File: src/rtl/conv_seg_pkg.sv
package conv_seg_pkg;

    localparam int CODE_OUTS = 3;
    localparam int DEF_K     = 9;

    localparam logic [DEF_K-1:0] DEF_G0 = 9'o557;
    localparam logic [DEF_K-1:0] DEF_G1 = 9'o663;
    localparam logic [DEF_K-1:0] DEF_G2 = 9'o711;

    typedef logic [CODE_OUTS-1:0] code_sym_t;

endpackage

File: src/rtl/conv_seg_taps.sv
module conv_seg_taps
    import conv_seg_pkg::*;
#(
    parameter int K = DEF_K,
    parameter logic [CODE_OUTS-1:0][K-1:0] GENS = {DEF_G2, DEF_G1, DEF_G0}
) (
    input  logic          cur_bit,
    input  logic [K-2:0]  hist,
    output code_sym_t     code
);
    logic [K-1:0] window;

    assign window = {cur_bit, hist};

    for (genvar g = 0; g < CODE_OUTS; g++) begin : g_parity
        assign code[g] = ^(window & GENS[g]);
    end

endmodule

File: src/rtl/conv_seg_counter.sv
module conv_seg_counter #(
    parameter int SEG_LEN = 64,
    localparam int CW = (SEG_LEN > 2) ? $clog2(SEG_LEN) : 1
) (
    input  logic clk,
    input  logic rst,
    input  logic step,
    output logic at_last
);
    typedef struct packed {
        logic [CW-1:0] pos;
    } cnt_t;

    localparam logic [CW-1:0] LAST_POS = CW'(SEG_LEN - 1);

    cnt_t cnt_d, cnt_q;

    always_comb begin
        cnt_d = cnt_q;
        if (step) begin
            if (cnt_q.pos == LAST_POS) cnt_d.pos = '0;
            else                       cnt_d.pos = cnt_q.pos + 1'b1;
        end
    end

    always_ff @(posedge clk) begin
        if (rst) cnt_q <= '0;
        else     cnt_q <= cnt_d;
    end

    assign at_last = (cnt_q.pos == LAST_POS);

endmodule

File: src/rtl/conv_seg_encoder.sv
module conv_seg_encoder
    import conv_seg_pkg::*;
#(
    parameter int K       = DEF_K,
    parameter int SEG_LEN = 64,
    parameter logic [K-1:0] G0 = DEF_G0,
    parameter logic [K-1:0] G1 = DEF_G1,
    parameter logic [K-1:0] G2 = DEF_G2
) (
    input  logic       clk,
    input  logic       rst,
    input  logic       in_bit,
    input  logic       in_valid,
    output logic [2:0] sym,
    output logic       out_valid,
    output logic       seg_end
);
    localparam int MEM = K - 1;

    typedef struct packed {
        logic [MEM-1:0] state;
        code_sym_t      sym;
        logic           out_valid;
        logic           seg_end;
    } enc_t;

    enc_t      enc_d, enc_q;
    code_sym_t code_now;
    logic      last_bit;

    conv_seg_taps #(
        .K    (K),
        .GENS ({G2, G1, G0})
    ) u_taps (
        .cur_bit (in_bit),
        .hist    (enc_q.state),
        .code    (code_now)
    );

    conv_seg_counter #(
        .SEG_LEN (SEG_LEN)
    ) u_cnt (
        .clk     (clk),
        .rst     (rst),
        .step    (in_valid),
        .at_last (last_bit)
    );

    always_comb begin
        enc_d           = enc_q;
        enc_d.out_valid = in_valid;
        enc_d.seg_end   = in_valid && last_bit;
        if (in_valid) begin
            enc_d.sym = code_now;
            if (last_bit) enc_d.state = '0;
            else          enc_d.state = {in_bit, enc_q.state[MEM-1:1]};
        end
    end

    always_ff @(posedge clk) begin
        if (rst) enc_q <= '0;
        else     enc_q <= enc_d;
    end

    assign sym       = enc_q.sym;
    assign out_valid = enc_q.out_valid;
    assign seg_end   = enc_q.seg_end;

endmodule

File: config.mk
export PLATFORM = sky130hd
export DESIGN_NAME = conv_seg_encoder
export DESIGN_NICKNAME = d
export VERILOG_FILES = /design/src/rtl/conv_seg_pkg.sv /design/src/rtl/conv_seg_taps.sv /design/src/rtl/conv_seg_counter.sv /design/src/rtl/conv_seg_encoder.sv
export SDC_FILE = /design/constraint.sdc
export NUM_CORES = 1
export LEC_CHECK = 0
export BUFFER_PORTS_ARGS = -buffer_cell sky130_fd_sc_hd__buf_2
export CORE_MARGIN = 3
export CORE_UTILIZATION = 45
export CTS_CLUSTER_SIZE = 30
export DETAILED_ROUTE_END_ITERATION = 8
export PLACE_DENSITY_LB_ADDON = 0.2
export SLEW_MARGIN = 10
export SYNTH_ARGS = -nofsm -noshare
export SYNTH_HDL_FRONTEND = slang
export SYNTH_HIERARCHICAL = 1
export SYNTH_SLANG_ARGS = --single-unit
File: constraint.sdc
create_clock -name clk -period 1.6 [get_ports clk]
set_input_delay 0 -clock clk [delete_from_list [all_inputs] [get_ports clk]]
set_output_delay 0 -clock clk [all_outputs]
set_load 0.1 [all_outputs]
==> results.py, run 1 <==
metrics = {
    "outcome": {
        "status": "completed",
    },
    "final_layout": {
        "diodes": 0,
        "fin_util": 0.508,
        "layout_common_cells": "dfxtp_1, nand2_1, inv_1, nor2_1, buf_2",
        "layout-drive-gt1-share": 0.229,
        "final_common_cell": "dfxtp_1",
        "fillers": 183,
        "fin_area_sq_um": 1020,
        "nets": 102,
        "syn_to_final_growth_pct": 5.45,
    },
    "clock_network": {
        "ctsHoldBuffers": 0,
        "post-cts-setup-buffer-count": 0,
        "root_buffer": "clkbuf_4",
        "clk_latency_ns": 0.30,
        "htreeDepth": 1,
        "cts_buffer_depth": 2,
        "clk_pin_slew_ns": 0.11,
        "cts_sinks": 19,
        "cts_tree": "done",
        "cts_buffers": 3,
    },
    "global_route": {
        "overflow": 0,
        "antenna_found_initial": 0,
        "grt_max_degree": 21,
        "grtUsageTotal": 0.137,
        "grt_pass1_wl_mm": 2.65,
        "grt_pass1_vias": 591,
    },
    "worst_setup_path": {
        "reg2reg_depth": 4,
        "crit_path_max_incr_delay_ns": 0.38,
        "critPathMaxFanout": 3,
        "crit_path_end_kind": "flop",
        "crit_buf_inv": 0,
        "cp.required_ns": 1.78,
        "r2r-end": "sym[1]",
        "criticalPathCategory": "flop to flop",
        "crit_family": "XOR/XNOR gates",
        "cp.arrival_ns": 1.56,
        "r2r_start": "enc_q[10]",
        "path_cells": "xnor2_1 -> xnor3_1 -> mux2i_1 -> nor2_1",
        "rrSetupSlack_ns": 0.22,
        "slowest_stage": "xnor3_1",
        "cp-start-kind": "flop",
    },
    "sta": {
        "final.setup.tns_ns": 0,
        "fin_ws_ns": 0.217,
        "rsz0062_at_grt": "no",
        "finalCritPeriodShare": 0.864,
        "skew_ns": 0.00736,
        "finalWorstPathRequiredPeriod_ns": 1.38,
        "hold_ws_ns": 0.0275,
        "finalSetupViolations": 0,
        "maxSlewHeadroom": 0.677,
        "tightest_slew_ns": 0.488,
        "fmax_ghz": 0.723,
        "hold_violations": 0,
        "drv_slew": 0,
    },
    "drt": {
        "viasPerCell": 4.86,
        "wl_per_cell_microns": 11.7,
        "drtAntennaViolNets": 0,
        "wl_mm": 1.43,
        "drt_first_pass_iters": 4,
        "route.detailed.drc": 0,
        "via_count": 598,
        "drt_first_iter_violations": 2,
    },
    "die": {
        "start_util": 0.482,
        "core-area_sq_um": 2000,
        "io-pin-count": 9,
        "rows": 16,
        "die_w_microns": 52.3,
        "die_height_microns": 52.3,
        "dieArea_sq_um": 2740,
    },
    "placed_design": {
        "place_congestion": 0.697,
        "post-place-ws_ns": 0.172,
        "numPortBuffers": 8,
        "dp_hpwl_mm": 1.02,
        "placed_area_sq_um": 988,
    },
    "power_and_ir_drop": {
        "peakVddDrop_v": 0.000434,
        "p_leak_nw": 0.411,
        "power_density_nw_per_um2": 870,
    },
    "logic_synthesis": {
        "synth-simple-area-share": 0.154,
        "ys.flop_type": "dfxtp_1",
        "synth_warnings": 6,
        "ys_types": 30,
        "synth-edff-count": 0,
        "synth_top_family_by_area": "XOR/XNOR gates",
        "synth_xor_area_frac": 0.166,
        "synthAdderAreaFrac": 0.0130,
        "synth-async-reset-ratio": 0,
        "synth_seq_cells": 19,
        "ys_seq_area_frac": 0.394,
        "syn_avg_cell_area_sq_um": 10.7,
        "syn_nets": 95,
        "syn_inst": 90,
        "synthesis.area_sq_um": 965,
        "synthMuxAreaShare": 0.0415,
        "synth-compound-area-share": 0.140,
    },
    "run": {
        "cap_violations": 0,
    },
    "worst_hold_path": {
        "whs_path_depth": 3,
        "min_path_type": "input port to flop",
        "hold_end": "enc_q[12]",
        "min-delay-start": "in_bit",
    },
}
==> flip-flops by register name, summed over array words and instances, names as in the netlist <==
name,count
out_valid,1
enc_q,8
seg_end,1
u_cnt/cnt_q,6
sym,3
==> cell usage after synthesis, types with 3 or more instances <==
cell type | count | share of area
nand2_1 | 9 | 0.035
nor2_1 | 8 | 0.031
xor2_1 | 4 | 0.036
inv_1 | 8 | 0.031
buf_4 | 4 | 0.031
o32ai_2 | 6 | 0.10
dfxtp_1 | 19 | 0.39
mux2i_1 | 4 | 0.042
xnor3_1 | 3 | 0.070
==> per-stage QoR <==
step,power [W],instances
after floorplan,0.000643,90
after detailed placement,0.000657,119
after global routing,0.000937,123
after global placement,0.000656,119
after CTS,0.000907,123
final,0.000885,123
==> power breakdown <==
group	internal, W	switching, W
clock network	0.0000971	0.000142
registers	0.000488	0.0000107
logic	0.0000464	0.000101
==> worst max path at each step <==
| stage | from | end | slack (ns) | depth (start not counted) |
|---|---|---|---|---|
| after global routing | enc_q[5] | sym[1] | 0.1 | 4 |
| after global placement | u_cnt/cnt_q[0] | enc_q[10] | 0.22 | 5 |
| after detailed placement | u_cnt/cnt_q[0] | enc_q[10] | 0.17 | 5 |
| after CTS | u_cnt/cnt_q[0] | enc_q[10] | 0.15 | 5 |
| after floorplan | enc_q[8] | sym[0] | 0.37 | 4 |
| final | enc_q[10] | sym[1] | 0.22 | 4 |
==> per-layer routing <==
metal	share of wire	GRT usage
met4	0.026	0.102
met2	0.44	0.198
met3	0.042	0.0285
met1	0.49	0.177
met5	0	0
==> kinds of logic (layout without fill, tap and decap cells) <==
group / after synthesis / in the layout
simple gates: 29 / 29
flops: 19 / 19
buf+inv: 15 / 21
compound gates: 11 / 11
xor+xnor: 11 / 11
mux: 4 / 4
fa+ha+maj: 1 / 1
==> repair_timing <==
action	4_1_cts	5_1_grt
endpoints found under the setup margin	0	1
endpoints found under the hold margin	0	0
resized for setup	0	1
==> worst register-to-register path, cell delays in order, from the launching register on <==
cell and delay [ns]:
dfxtp_1 0.34, xnor2_1 0.35, xnor3_1 0.38, mux2i_1 0.14, nor2_1 0.05
==> layout make-up <==
class | count | area, sq um | share of cell area
multi-input cells | 56 | 499 | 0.491
flip-flops and latches | 19 | 380 | 0.374
repair buffers | 9 | 47.5 | 0.0467
well taps | 27 | 33.8 | 0.0332
inverters | 8 | 30.0 | 0.0295
clock buffers | 4 | 26.3 | 0.0258
No activity file was read; power rests on OpenSTA's default activity.
==> run 2: changes to the inputs <==
--- a/config.mk
+++ b/config.mk
@@ -5,11 +5,11 @@
 export SDC_FILE = /design/constraint.sdc
 export NUM_CORES = 1
 export LEC_CHECK = 0
-export BUFFER_PORTS_ARGS = -buffer_cell sky130_fd_sc_hd__buf_2
 export CORE_MARGIN = 3
 export CORE_UTILIZATION = 45
 export CTS_CLUSTER_SIZE = 30
 export DETAILED_ROUTE_END_ITERATION = 8
+export DONT_BUFFER_PORTS = 1
 export PLACE_DENSITY_LB_ADDON = 0.2
 export SLEW_MARGIN = 10
 export SYNTH_ARGS = -nofsm -noshare
==> results.py, run 2 (same netlist as run 1, synthesis figures left out) <==
metrics = {
    "worst_setup_path": {
        "cp-startpoint": "enc_q[10]",
        "path_cells": "xnor2_1 -> xnor3_1 -> mux2i_1 -> nor2_1",
        "cp.required_ns": 1.76,
        "critPathMaxFanout": 3,
        "r2r-end": "sym[1]",
        "r2r_start": "enc_q[10]",
        "rrSetupSlack_ns": 0.21,
        "criticalPathCategory": "flop to flop",
        "slowest_stage": "xnor3_1",
        "reg2reg_depth": 4,
        "cp.arrival_ns": 1.54,
        "endpoint": "sym[1]",
        "crit_path_end_kind": "flop",
        "cp-start-kind": "flop",
        "crit_path_max_incr_delay_ns": 0.38,
    },
    "power_and_ir_drop": {
        "p_comb_frac": 0.172,
        "switchingPower_w": 0.000246,
        "power_density_nw_per_um2": 843,
        "p_leak_nw": 0.421,
        "pwr-share-seq": 0.565,
        "p_clk_frac": 0.264,
        "peakVddDrop_v": 0.000466,
        "swShare": 0.278,
        "power.internal_w": 0.000639,
    },
    "final_layout": {
        "multiInputGateArea_sq_um": 499,
        "diodes": 0,
        "layout_common_cells": "dfxtp_1, nand2_1, inv_1, nor2_1, o32ai_2",
        "regArea_sq_um": 380,
        "fin_util": 0.524,
        "final_common_cell": "dfxtp_1",
        "largest_register_ffs": 8,
        "regMostFlops": "enc_q",
        "nets": 102,
        "syn_to_final_growth_pct": 8.82,
        "layout-drive-gt1-share": 0.188,
        "fillers": 192,
    },
    "sta": {
        "rsz0062_at_grt": "no",
        "final.setup.tns_ns": 0,
        "fin_ws_ns": 0.212,
        "skew_ns": 0.00141,
        "maxSlewHeadroom": 0.366,
        "fmax_ghz": 0.721,
        "drv_slew": 0,
        "finalCritPeriodShare": 0.867,
        "tightest_slew_ns": 0.951,
        "finalSetupViolations": 0,
        "hold_violations": 0,
        "finalWorstPathRequiredPeriod_ns": 1.39,
    },
    "drt": {
        "wl_per_cell_microns": 11.8,
        "drtAntennaViolNets": 0,
        "via_count": 594,
        "wl_mm": 1.45,
        "drt_first_pass_iters": 3,
        "drt_first_iter_violations": 8,
        "route.detailed.drc": 0,
        "viasPerCell": 4.83,
    },
    "global_route": {
        "grt_pass1_vias": 569,
        "grt_pass1_wl_mm": 2.52,
        "grtUsageTotal": 0.128,
        "antenna_found_initial": 0,
        "grt_max_degree": 26,
        "overflow": 0,
    },
    "clock_network": {
        "cts_tree": "done",
        "cts_sinks": 19,
        "clk_pin_slew_ns": 0.10,
        "cts_buffer_depth": 2,
        "clk_latency_ns": 0.28,
        "htreeDepth": 1,
        "root_buffer": "clkbuf_4",
        "cts_buffers": 3,
    },
    "outcome": {
        "status": "completed",
    },
    "die": {
        "die_w_microns": 52.3,
        "die_height_microns": 52.3,
        "start_util": 0.482,
        "io-pin-count": 9,
        "dieArea_sq_um": 2740,
        "rows": 16,
        "core-area_sq_um": 2000,
    },
    "placed_design": {
        "post-place-ws_ns": 0.115,
        "place_congestion": 0.703,
        "dp_hpwl_mm": 1.01,
        "numPortBuffers": 0,
    },
    "run": {
        "cap_violations": 0,
    },
    "worst_hold_path": {
        "min_path_type": "input port to flop",
    },
}
-- run 2: cell types whose count changed in the layout (fill, tap and decap cells not counted), sizes merged --
cell	delta
buf	-4
dlygate4sd3	+3
dlymetal6s4s	+1
-- run 2: what timing repair did --
item                                    CTS  global route
gates resized for setup                   0             2
hold buffers                              3             1
buffers inserted                          0             0
endpoints found under the setup margin    0            10
endpoints found under the hold margin    19             4
-- run 2: how the worst min path moves through the flow --
stage	endpoint	startpoint	cells past startpoint	slack [ns]
2_1_floorplan	u_cnt/cnt_q[1]	rst	1	0.07
3_3_place_gp	u_cnt/cnt_q[4]	rst	1	0.08
3_5_place_dp	u_cnt/cnt_q[4]	rst	1	0.08
4_1_cts	u_cnt/cnt_q[3]	in_valid	3	0.01
5_1_grt	u_cnt/cnt_q[5]	in_valid	3	0.02
6_report	u_cnt/cnt_q[3]	in_valid	3	0.02
-- run 2: cell type report --
| type | count | share of cell area |
|---|---|---|
| multi-input combinational | 56 | 0.476 |
| sequential | 19 | 0.362 |
| timing repair buffer | 9 | 0.0763 |
| tap | 27 | 0.0322 |
| inverter | 8 | 0.0286 |
| clock buffer | 4 | 0.0250 |
-- run 2: metal layers --
layer,global-route usage,vias to the layer above,wire length [microns]
met5,0,-,0
met4,0.0766,0,0
met3,0.0313,0,68
met2,0.176,7,643
met1,0.177,268,736
li1,-,319,-
-- run 2: power by group through the flow --
stage	sequential, W	combinational [W]	clock, W
2_1_floorplan	0.000518	0.000126	0
3_3_place_gp	0.000510	0.000126	0
3_5_place_dp	0.000511	0.000125	0
4_1_cts	0.000500	0.000150	0.000248
5_1_grt	0.000502	0.000165	0.000266
6_report	0.000500	0.000152	0.000234
-- run 2: critical path: cells and delay by family, from the launching register on --
kind                      cells  cell delay (ns)
DFF                           1             0.34
and+or+nand+nor               1             0.05
xor gates and xnor gates      2             0.73
muxes                         1             0.14
-- run 2: per-stage QoR --
| step | hold WS [ns] | instance area, sq um | cells | total power, W |
|---|---|---|---|---|
| 3_3_place_gp | 0.0753 | 978 | 115 | 0.000635 |
| 3_5_place_dp | 0.0774 | 978 | 115 | 0.000636 |
| 5_1_grt | 0.0234 | 1050 | 123 | 0.000932 |
| 4_1_cts | 0.0130 | 1030 | 122 | 0.000898 |
| 6_report | 0.0223 | 1050 | 123 | 0.000885 |
| 2_1_floorplan | 0.0724 | 965 | 90 | 0.000643 |
